<file path="src/rtl/pcg_pkg.sv">
package pcg_pkg;
  localparam int unsigned CODE_W = 3;
  localparam int unsigned REG_N  = 6;

  typedef enum int unsigned {
    IDX_SRC  = 0,
    IDX_DIV0 = 1,
    IDX_DIV1 = 2,
    IDX_DIV2 = 3,
    IDX_CSEL = 4,
    IDX_DIS  = 5
  } reg_idx_e;

  function automatic logic code_ok(input logic [CODE_W-1:0] c);
    return (c != '0) && (c != '1);
  endfunction
endpackage

</file>
<file path="src/rtl/pcg_regbank.sv">
module pcg_regbank
  import pcg_pkg::*;
#(
  parameter int unsigned DW   = 32,
  parameter int unsigned AW   = 5,
  parameter int unsigned SELW = 2
) (
  input  logic              clk_i,
  input  logic              rst_ni,
  input  logic              wr_en_i,
  input  logic [AW-1:0]     addr_i,
  input  logic [DW-1:0]     wdata_i,
  output logic [DW-1:0]     rdata_o,
  output logic [SELW-1:0]   src_sel_o,
  output logic [CODE_W-1:0] code_a_o,
  output logic [CODE_W-1:0] code_b_o,
  output logic              dis_o
);
  localparam int unsigned IW = AW - 2;

  logic [DW-1:0] regs_q [REG_N];
  logic [IW-1:0] idx;
  logic          hit;

  assign idx = addr_i[AW-1:2];
  assign hit = (addr_i[1:0] == 2'b00) && (idx < IW'(REG_N));

  for (genvar g = 0; g < REG_N; g++) begin : g_word
    always_ff @(posedge clk_i or negedge rst_ni) begin
      if (!rst_ni)                                   regs_q[g] <= '0;
      else if (wr_en_i && hit && (idx == IW'(g)))    regs_q[g] <= wdata_i;
    end
  end

  assign rdata_o   = hit ? regs_q[idx] : '0;
  assign src_sel_o = regs_q[int'(IDX_SRC)][SELW-1:0];
  assign code_a_o  = regs_q[int'(IDX_DIV0)][CODE_W-1:0];
  assign code_b_o  = regs_q[int'(IDX_DIV0)][2*CODE_W-1:CODE_W];
  assign dis_o     = regs_q[int'(IDX_DIS)][0];


  wr_store_chk: assert property (@(posedge clk_i) disable iff (!rst_ni)
    (wr_en_i && hit) |=> (regs_q[$past(idx)] == $past(wdata_i)));
endmodule

</file>
<file path="src/rtl/pcg_ref_sync.sv">
module pcg_ref_sync #(
  parameter int unsigned NREF = 4
) (
  input  logic            clk_i,
  input  logic            rst_ni,
  input  logic [NREF-1:0] ref_i,
  output logic [NREF-1:0] lvl_o,
  output logic [NREF-1:0] rise_o
);
  for (genvar g = 0; g < NREF; g++) begin : g_ref
    logic [2:0] sh_q;
    always_ff @(posedge clk_i or negedge rst_ni) begin
      if (!rst_ni) sh_q <= '0;
      else         sh_q <= {sh_q[1:0], ref_i[g]};
    end
    assign lvl_o[g]  = sh_q[1];
    assign rise_o[g] = sh_q[1] & ~sh_q[2];
  end
endmodule

</file>
<file path="src/rtl/pcg_div_core.sv">
module pcg_div_core
  import pcg_pkg::*;
#(
  parameter int unsigned NREF = 4,
  parameter int unsigned SELW = 2
) (
  input  logic              clk_i,
  input  logic              rst_ni,
  input  logic [SELW-1:0]   sel_i,
  input  logic [CODE_W-1:0] code_a_i,
  input  logic [CODE_W-1:0] code_b_i,
  input  logic              dis_i,
  input  logic [NREF-1:0]   lvl_i,
  input  logic [NREF-1:0]   rise_i,
  output logic              clk_o
);
  localparam int unsigned NW = 2 * CODE_W;

  logic [NW-1:0] cnt_q, act_n_q, new_n, hi_len;
  logic          act_ok_q, gate_q, clk_q;
  logic          tick, lvl, new_ok, reload;

  assign tick   = rise_i[sel_i];
  assign lvl    = lvl_i[sel_i];
  assign new_ok = code_ok(code_a_i) && code_ok(code_b_i);
  assign new_n  = NW'(code_a_i) * NW'(code_b_i);
  assign hi_len = (act_n_q + NW'(1)) >> 1;
  // period start: last count, or nothing valid loaded yet
  assign reload = !act_ok_q || (cnt_q == act_n_q - NW'(1));

  always_ff @(posedge clk_i or negedge rst_ni) begin
    if (!rst_ni) begin
      cnt_q    <= '0;
      act_n_q  <= '0;
      act_ok_q <= 1'b0;
      gate_q   <= 1'b0;
      clk_q    <= 1'b0;
    end else if (tick && reload) begin
      cnt_q    <= '0;
      act_n_q  <= new_n;
      act_ok_q <= new_ok;
      gate_q   <= !dis_i;
      clk_q    <= new_ok && !dis_i;
    end else if (tick) begin
      cnt_q <= cnt_q + NW'(1);
      clk_q <= gate_q && ((act_n_q == NW'(1)) ? lvl : ((cnt_q + NW'(1)) < hi_len));
    end else if (act_ok_q && (act_n_q == NW'(1))) begin
      clk_q <= gate_q && lvl;
    end
  end

  assign clk_o = clk_q;


  invalid_low_chk: assert property (@(posedge clk_i) disable iff (!rst_ni)
    !act_ok_q |-> !clk_q);

  gate_low_chk: assert property (@(posedge clk_i) disable iff (!rst_ni)
    !gate_q |-> !clk_q);

  code_hold_chk: assert property (@(posedge clk_i) disable iff (!rst_ni)
    !(tick && reload) |=> $stable(act_n_q));

  no_runt_chk: assert property (@(posedge clk_i) disable iff (!rst_ni)
    (clk_q && (act_n_q != NW'(1)) && !tick) |=> clk_q);

  cnt_range_chk: assert property (@(posedge clk_i) disable iff (!rst_ni)
    act_ok_q |-> (cnt_q < act_n_q));
endmodule

</file>
<file path="src/rtl/periph_clk_gen.sv">
module periph_clk_gen
  import pcg_pkg::*;
#(
  parameter int unsigned DW   = 32,
  parameter int unsigned AW   = 5,
  parameter int unsigned NREF = 4
) (
  input  logic            clk_i,
  input  logic            rst_ni,
  input  logic [NREF-1:0] ref_i,
  input  logic            wr_en_i,
  input  logic [AW-1:0]   addr_i,
  input  logic [DW-1:0]   wdata_i,
  output logic [DW-1:0]   rdata_o,
  output logic            clk_o
);
  localparam int unsigned SELW = $clog2(NREF);

  logic [SELW-1:0]   src_sel;
  logic [CODE_W-1:0] code_a, code_b;
  logic              dis;
  logic [NREF-1:0]   lvl, rise;

  pcg_regbank #(.DW(DW), .AW(AW), .SELW(SELW)) u_regs (
    .clk_i, .rst_ni, .wr_en_i, .addr_i, .wdata_i, .rdata_o,
    .src_sel_o(src_sel), .code_a_o(code_a), .code_b_o(code_b), .dis_o(dis)
  );

  pcg_ref_sync #(.NREF(NREF)) u_sync (
    .clk_i, .rst_ni, .ref_i, .lvl_o(lvl), .rise_o(rise)
  );

  pcg_div_core #(.NREF(NREF), .SELW(SELW)) u_core (
    .clk_i, .rst_ni, .sel_i(src_sel), .code_a_i(code_a), .code_b_i(code_b),
    .dis_i(dis), .lvl_i(lvl), .rise_i(rise), .clk_o
  );
endmodule

</file>
<file path="config.mk">
export PLATFORM = sky130hd
export DESIGN_NAME = periph_clk_gen
export DESIGN_NICKNAME = d
export VERILOG_FILES = /design/src/rtl/pcg_pkg.sv /design/src/rtl/pcg_regbank.sv /design/src/rtl/pcg_ref_sync.sv /design/src/rtl/pcg_div_core.sv /design/src/rtl/periph_clk_gen.sv
export SDC_FILE = /design/constraint.sdc
export NUM_CORES = 1
export LEC_CHECK = 0
export BUFFER_PORTS_ARGS = -buffer_cell sky130_fd_sc_hd__buf_2
export CAP_MARGIN = 25
export CORE_MARGIN = 1.5
export CORE_UTILIZATION = 48
export DETAILED_ROUTE_END_ITERATION = 12
export GPL_TIMING_DRIVEN = 0
export PLACE_DENSITY = 0.66
export SETUP_SLACK_MARGIN = 0.2
export SLEW_MARGIN = 20
export SYNTH_ARGS = -nofsm -noshare
export SYNTH_HDL_FRONTEND = slang
export SYNTH_HIERARCHICAL = 1
export SYNTH_SLANG_ARGS = --single-unit
export TNS_END_PERCENT = 5
</file>
<file path="constraint.sdc">
create_clock -name clk_i -period 6.09 [get_ports clk_i]
set_input_delay 0.3045 -clock clk_i [delete_from_list [all_inputs] [get_ports clk_i]]
set_output_delay 0.3045 -clock clk_i [all_outputs]
set_load 0.01 [all_outputs]
</file>
==> results by group, run 1 <==
Synthesis
  • Count leader, synth: mux2_2
  • Mapped Nets: a little under 900
  • Area share of the largest cell type after synthesis: 51.4%
  • Dominant cell type by area after synthesis: dfrtp_1
  • Post-synth EDFFs: 0
  • Synth top area cells: dfrtp_1 (51%), mux2_2 (30%), a22oi_1 (2.3%), nand2_1 (1.9%), a21oi_1 (1.7%)
  • Mapped Cells: approximately 800
  • Register area share after synthesis: between 50% and 60%
  • Seq cells post-synth: 219
  • Post-Syn Area: about 11,000 µm²
  • Top FF cell, synth: dfrtp_1
  • Post-synthesis cell type count: 46
  • Post-synth top cells: mux2_2 (287), dfrtp_1 (219), nand2_1 (55)
  • Synth warnings: 6
  • Ys async rst share: between 90% and 100%
  • Avg Inst Size Synth: 13.2 µm²

Route
  • First-pass detailed-route iteration total: 4
  • DRT Wirelength: roughly 23 mm
  • Drt drc: 0
  • Initial drt markers: approximately 290
  • Routed Antenna Nets: 0
  • Routed WL per cell: about 19 µm
  • Vias per cell: 5.48
  • Vias: 6,662

Worst setup path
  • Arrival @ worst endpoint: 2.16 ns
  • Worst-path fanout max: 10
  • R2R Path Start: u_core/act_n_q[0]$_DFFE_PN0P_
  • R2R Setup Slk: roughly 3.7 ns
  • Crit path buf inv count: 5
  • Crit path required time: between 5 and 6 ns
  • Worst Setup End Kind: output pin
  • CP Launch Point: addr_i[3]
  • Worst r2r dst: u_core/act_n_q[1]$_DFFE_PN0P_
  • Worst path slowest cell: buf_1
  • R2R depth: 7
  • Crit Path Category: input port to output pin
  • Largest stage delay on the critical path: between 0.5 and 0.6 ns
  • Top cell family by delay on the critical path: buffers and inverters
  • Startpoint types: input port
  • Most used cell, CP: buf_2
  • Critical-path cell list: buf_6, buf_2, buf_2, nand2_1, nand2_1, buf_1, a21oi_1, buf_2

Layout
  • # nets final: about 1,000
  • FILL cells: approximately 1,800
  • Share of cells above drive strength 1: a little under 50%
  • Final std cells w/o fill: 1,215
  • P&R area growth vs syn: 15.2%

Timing
  • Fmax: roughly 400 MHz
  • Final Slew Violations: 0
  • Final Hold Fails: 0
  • Worst-Margin Slew: just under 0.8 ns
  • Relative slew slack: ~48%
  • Unrepaired setup endpoints after global routing: no
  • Final period utilization: between 40% and 50%
  • Setup tns final: 0 ns
  • Final setup violation count: 0
  • Post-layout min period: roughly 2.5 ns
  • Layout Skew: roughly 0.0080 ns

Clocking
  • Worst skew pair latency: between 0.5 and 0.6 ns
  • Post-CTS Setup Inserts: 0
  • CTS tree: built
  • Max Root-Sink Buffers: 3
  • Reg clk slew, reported paths: ~0.06 ns
  • Post_cts resized: 0
  • # H-tree levels: 1
  • Root Driver: clkbuf_16
  • CTS Buf Count: 24
  • Total clock sinks: about 220

GRT
  • Number of global-route vias before repair: 6,975
  • Gr busiest metal: met2
  • Routing usage on met3: 2.74%
  • All-Layer GR Usage: 19.9%
  • Overflow left after global routing: 0
  • Largest net degree at the start of global routing: 83
  • M1 GR Usage: between 20 and 30%
  • Met2 usage: 32.5%
  • Initial antenna violation count: 1
  • First-pass GRT wire length: ~37 mm

Placement
  • Final GP Congestion: between 0.7 and 0.8
  • # placed instances: about 1,200
  • DPL Wire Length: around 15 mm
  • IO buf count: 74

Floorplan
  • Initial Util: 48.9%
  • Chip Width: approximately 150 µm
  • Placeable Area: between 20,000 and 25,000 µm²
  • Die area: ~23,000 µm²
  • IO Pins: 77
  • Die Y: 152 µm
  • Row cnt: 54

Pwr
  • Leak Pwr: between 0.005 and 0.006 µW
  • VDD IR max: between 0.2 and 0.25 mV
  • Pwr dens: ~340 nW/µm²

Status
  • Status: finished, final reports clean

Hold path
  • Min-Delay Endpoint: u_regs/regs_q[122]$_DFFE_PN0P_
  • Min-delay src: wdata_i[26]
  • WHS Path Cells: 2
  • Worst min path class: input port to register

Run
  • Max Cap Viol: 0
sequential cells by signal, summed over array words and instances (netlist names):
name,cells
u_regs/src_sel_o,2
u_regs/code_b_o,3
u_regs/regs_q,183
u_core/clk_o,1
u_regs/dis_o,1
u_sync/g_ref.sh_q,12
u_core/act_n_q,6
u_core/cnt_q,6
u_core/act_ok_q,1
u_regs/code_a_o,3
u_core/gate_q,1
metrics by stage:
step	hold WS [ns]	instance area, µm²	utilization, %	setup WS (ns)	total power [µW]
floorplan	0.00891	10700	-	4.00	2550
global placement	0.334	11400	52.2	0.779	2750
detailed placement	0.279	11400	52.5	3.62	2780
CTS	0.0794	12300	56.3	3.62	4230
global route	0.0794	12300	56.3	3.53	4410
finish	0.0920	12300	56.3	3.62	4180
placed cells by master (no fill, tap or decap), drive strengths merged, types with 2 or more instances in the layout:
cell type / instances
mux2: 292
dfrtp: 219
buf: 121
clkbuf: 58
nand2: 55
a21oi: 36
a22oi: 32
xnor2: 14
ha: 13
o21ai: 10
inv: 8
nand3: 8
nor2b: 8
nor2: 7
dlygate4sd3: 5
and2: 5
mux2i: 5
and3: 4
clkinv: 3
xor2: 3
nor3: 3
nand3b: 3
nand4: 3
nand2b: 2
fa: 2
logic make-up (layout without fill, tap and decap cells):
group / after synthesis / in the layout / synth area share (%)
buffers and inverters: 71 / 195 / 3.58
multiplexers: 298 / 298 / 31.5
AND/OR/NAND/NOR: 102 / 102 / 4.97
adder cells (fa/ha/maj): 15 / 15 / 1.90
XOR/XNOR: 17 / 17 / 1.40
AO/OA/AOI/OAI: 88 / 88 / 5.24
other: 0 / 1 / 0
flip-flops: 219 / 219 / 51.4
timing repair:
| action | 4_1_cts | 5_1_grt |
|---|---|---|
| setup endpoints to repair | 0 | 0 |
| hold endpoints to repair | 64 | 0 |
| hold buffers | 5 | 0 |
metal layers:
metal	vias up	share of wire (%)
met3	23	3.3
met2	99	47
met5	-	0
met4	0	1.3
met1	3428	48
li1	3112	-
where the power goes:
group	leakage, µW	switching (µW)	total [µW]	internal, µW
Clock	0.000392	563	1420	857
Sequential	0.00279	148	1890	1740
Combinational	0.00255	379	871	492
Total	0.00573	1090	4180	3090
area by class of cell:
class | count | area, µm² | area share (%)
clock buffer | 40 | 772 | 6.28
antenna | 1 | 2.50 | 0.0204
clock inverter | 3 | 15.0 | 0.122
sequential | 219 | 5480 | 44.6
inverter | 8 | 30.0 | 0.244
multi-input combinational | 520 | 4800 | 39.1
timing repair buffer | 81 | 485 | 3.95
buffer | 63 | 352 | 2.86
tap | 280 | 350 | 2.85
how the worst max path moves through the flow:
stage                                          endpoint  slack [ns]  depth (start not counted)
after floorplan           u_core/act_n_q[4]$_DFFE_PN0P_        4.00                          9
after global placement    u_regs/regs_q[46]$_DFFE_PN0P_        0.78                          1
after detailed placement                    rdata_o[13]        3.62                          8
after CTS                                   rdata_o[13]        3.62                          8
after global routing                        rdata_o[13]        3.53                          8
final                                       rdata_o[20]        3.62                          8
Power figures use the tool's default switching activity.
==> run 2, diff against run 1 <==
- clock period: 6.09 -> 2.5 ns (I/O delays scaled with it)
==> results by group, run 2 (same netlist as run 1, synthesis figures left out) <==
Status
  • Status: finished, final reports clean

Clocking
  • Max Root-Sink Buffers: 3 (unchanged)
  • Reg clk slew, reported paths: 0.06 ns (about the same)
  • Root Driver: clkbuf_16
  • CTS tree: built
  • Worst skew pair latency: 0.51 ns (about the same)
  • # H-tree levels: 1 (unchanged)
  • Total clock sinks: 219 (unchanged)
  • CTS Buf Count: 24 (unchanged)

Pwr
  • VDD IR max: 0.566 mV (+140%)
  • Power Total: 10,200 µW (+150%)
  • Pwr dens: 811 nW/µm² (+140%)
  • Leak Pwr: 0.00587 µW (+2.6%)

Timing
  • Final setup violation count: 0 (unchanged)
  • Post-layout min period: between 2 and 2.5 ns
  • Layout Skew: 0.00665 ns (-0.00139 ns)
  • Fmax: ~450 MHz
  • Unrepaired setup endpoints after global routing: yes
  • Worst-Margin Slew: 0.778 ns (+0.00182 ns)
  • Final Slew Violations: 0 (unchanged)
  • Worst hold slack: 0.104 ns (+0.0119 ns)
  • Final period utilization: roughly 90%
  • Relative slew slack: 48.1% (-0.12 points)
  • Final Hold Fails: 0 (unchanged)

Worst setup path
  • R2R depth: 9 (+2)
  • Worst Setup End Kind: register
  • Startpoint types: register
  • Largest stage delay on the critical path: 0.42 ns (-0.09 ns)
  • Top cell family by delay on the critical path: adder cells
  • Crit Path Category: register to register
  • Arrival @ worst endpoint: 2.64 ns (+0.48 ns)
  • Critical Path Stages: 9 (+1)
  • Crit path buf inv count: 3 (-2)
  • Crit path required time: 2.90 ns (-2.89 ns)
  • Worst-path fanout max: 5 (-5)
  • Worst path slowest cell: fa_1
  • Critical-path cell list: buf_4, nand2_1, fa_1, inv_1, ha_1, inv_1, fa_1, xnor2_1, mux2_2

Layout
  • Final std cells w/o fill: 1,248 (+2.7%)
  • # nets final: 1,010 (+3.5%)
  • Core Util, Final: 57.9% (+1.5 points)
  • Reg with most FFs: u_regs/regs_q
  • FILL cells: 1,802 (-1.4%)
  • Commonest non-fill, non-tap cells in the layout: mux2_2 (287), dfrtp_1 (218), buf_2 (98)
  • Number of diodes: 0 (-1)
  • Share of cells above drive strength 1: 47.3% (-1.2 points)
  • Max reg flops: 183 (unchanged)
  • P&R area growth vs syn: 18.4%
  • Biggest regs: u_regs/regs_q x183, u_sync/g_ref.sh_q x12
  • Commonest non-fill, non-tap cell in the layout: mux2_2

Floorplan
  • Die Y: 152 µm (unchanged)
  • Chip Width: 152 µm (unchanged)
  • Row cnt: 54 (unchanged)
  • Placeable Area: 21,800 µm² (unchanged)
  • Initial Util: 48.9% (unchanged)
  • Die area: 23,100 µm² (unchanged)
  • IO Pins: 77 (unchanged)

Placement
  • DPL Wire Length: 14.6 mm (unchanged)
  • IO buf count: 74 (unchanged)
  • # placed instances: 1,166 (unchanged)
  • Final GP Congestion: 0.761 (unchanged)

Route
  • Drt drc: 0 (unchanged)
  • Vias: 6,791 (+1.9%)
  • First-pass detailed-route iteration total: 4 (unchanged)
  • DRT Wirelength: 23.0 mm (+1.0%)
  • Routed WL per cell: 18.4 µm (-1.7%)
  • Vias per cell: 5.44 (-0.76%)
  • Initial drt markers: 274 (-4.5%)
  • Routed Antenna Nets: 0 (unchanged)

GRT
  • All-Layer GR Usage: 20.1% (+0.11 points)
  • Overflow left after global routing: 0 (unchanged)
  • Initial antenna violation count: 0 (-1)
  • First-pass GRT wire length: 37.5 mm (+0.70%)
  • Number of global-route vias before repair: 7,095 (+1.7%)
  • Largest net degree at the start of global routing: 83 (unchanged)

Run
  • Max Cap Viol: 0 (unchanged)

Hold path
  • WHS Path Cells: 3 (+1)
  • Worst min path class: input port to register
==> run 2: cell types whose count changed in the layout (fill, tap and decap cells not counted), sizes merged <==
cell | before | now
buf | 121 | 123
diode | 1 | 0
dlygate4sd3 | 5 | 37
==> run 2: final timing paths <==
| check | startpoint | endpoint | slack, ns |
|---|---|---|---|
| worst max-delay path | u_regs/code_b_o[1]$_DFFE_PN0P_ | u_core/act_n_q[4]$_DFFE_PN0P_ | 0.26 |
| worst min-delay path | wr_en_i | u_regs/regs_q[95]$_DFFE_PN0P_ | 0.10 |
| worst max register to register | u_regs/code_b_o[1]$_DFFE_PN0P_ | u_core/act_n_q[4]$_DFFE_PN0P_ | 0.26 |
| worst min register to register | u_sync/g_ref[1].sh_q[0]$_DFF_PN0_ | u_sync/g_ref[1].sh_q[1]$_DFF_PN0_ | 0.35 |
| max in group asynchronous | rst_ni | u_regs/regs_q[46]$_DFFE_PN0P_ | 1.56 |
| min in group asynchronous | rst_ni | u_core/cnt_q[0]$_DFFE_PN0P_ | 0.16 |
==> run 2: per-layer routing <==
metal | up-vias | GRT usage, % | routed length, µm | part of all wire (%)
met1 | 3474 | 28.5 | 11000 | 48
met4 | 0 | 4.48 | 352 | 1.5
li1 | 3182 | - | - | -
met5 | - | 0 | 0 | 0
met2 | 108 | 32.9 | 10900 | 47
met3 | 27 | 2.62 | 740 | 3.2
==> run 2: power by group <==
part           internal (µW)  switching [µW]  total, µW
sequential              4240             360       4600
clock                   2090            1370       3460
combinational           1240             936       2180
==> run 2: final cells by class <==
cell class                      instances  area (µm²)  share of cell area [%]
Buffer                                 63         353                    2.79
Clock buffer                           40         772                    6.11
Clock inverter                          3        15.0                   0.119
Inverter                                8        30.0                   0.238
Multi-Input combinational cell        520        4800                    38.0
Sequential cell                       219        5480                    43.4
Tap cell                              280         350                    2.77
Timing Repair Buffer                  115         821                    6.50
==> run 2: worst min-delay path: stages <==
cell and delay, ns:
buf_2 0.13, nand4_2 0.15, mux2_2 0.16
==> run 2: repair_timing <==
action                                 in CTS  in global routing
endpoints found under the hold margin     256                  0
resized for setup                           1                  3
setup endpoints to repair                   4                  5
gates cloned                                0                  0
buffers inserted                            1                  1
pin swaps                                   1                  0
hold buffers                               37                  0
==> run 2: metrics by stage <==
| stage | area (µm²) | TNS, ns | worst slack, ns |
|---|---|---|---|
| 2_1_floorplan | 10700 | 0 | 0.406 |
| 3_3_place_gp | 11400 | -572.26 | -2.63 |
| 3_5_place_dp | 11400 | 0 | 0.119 |
| 4_1_cts | 12600 | 0 | 0.234 |
| 5_1_grt | 12600 | 0 | 0.142 |
| 6_report | 12600 | 0 | 0.256 |
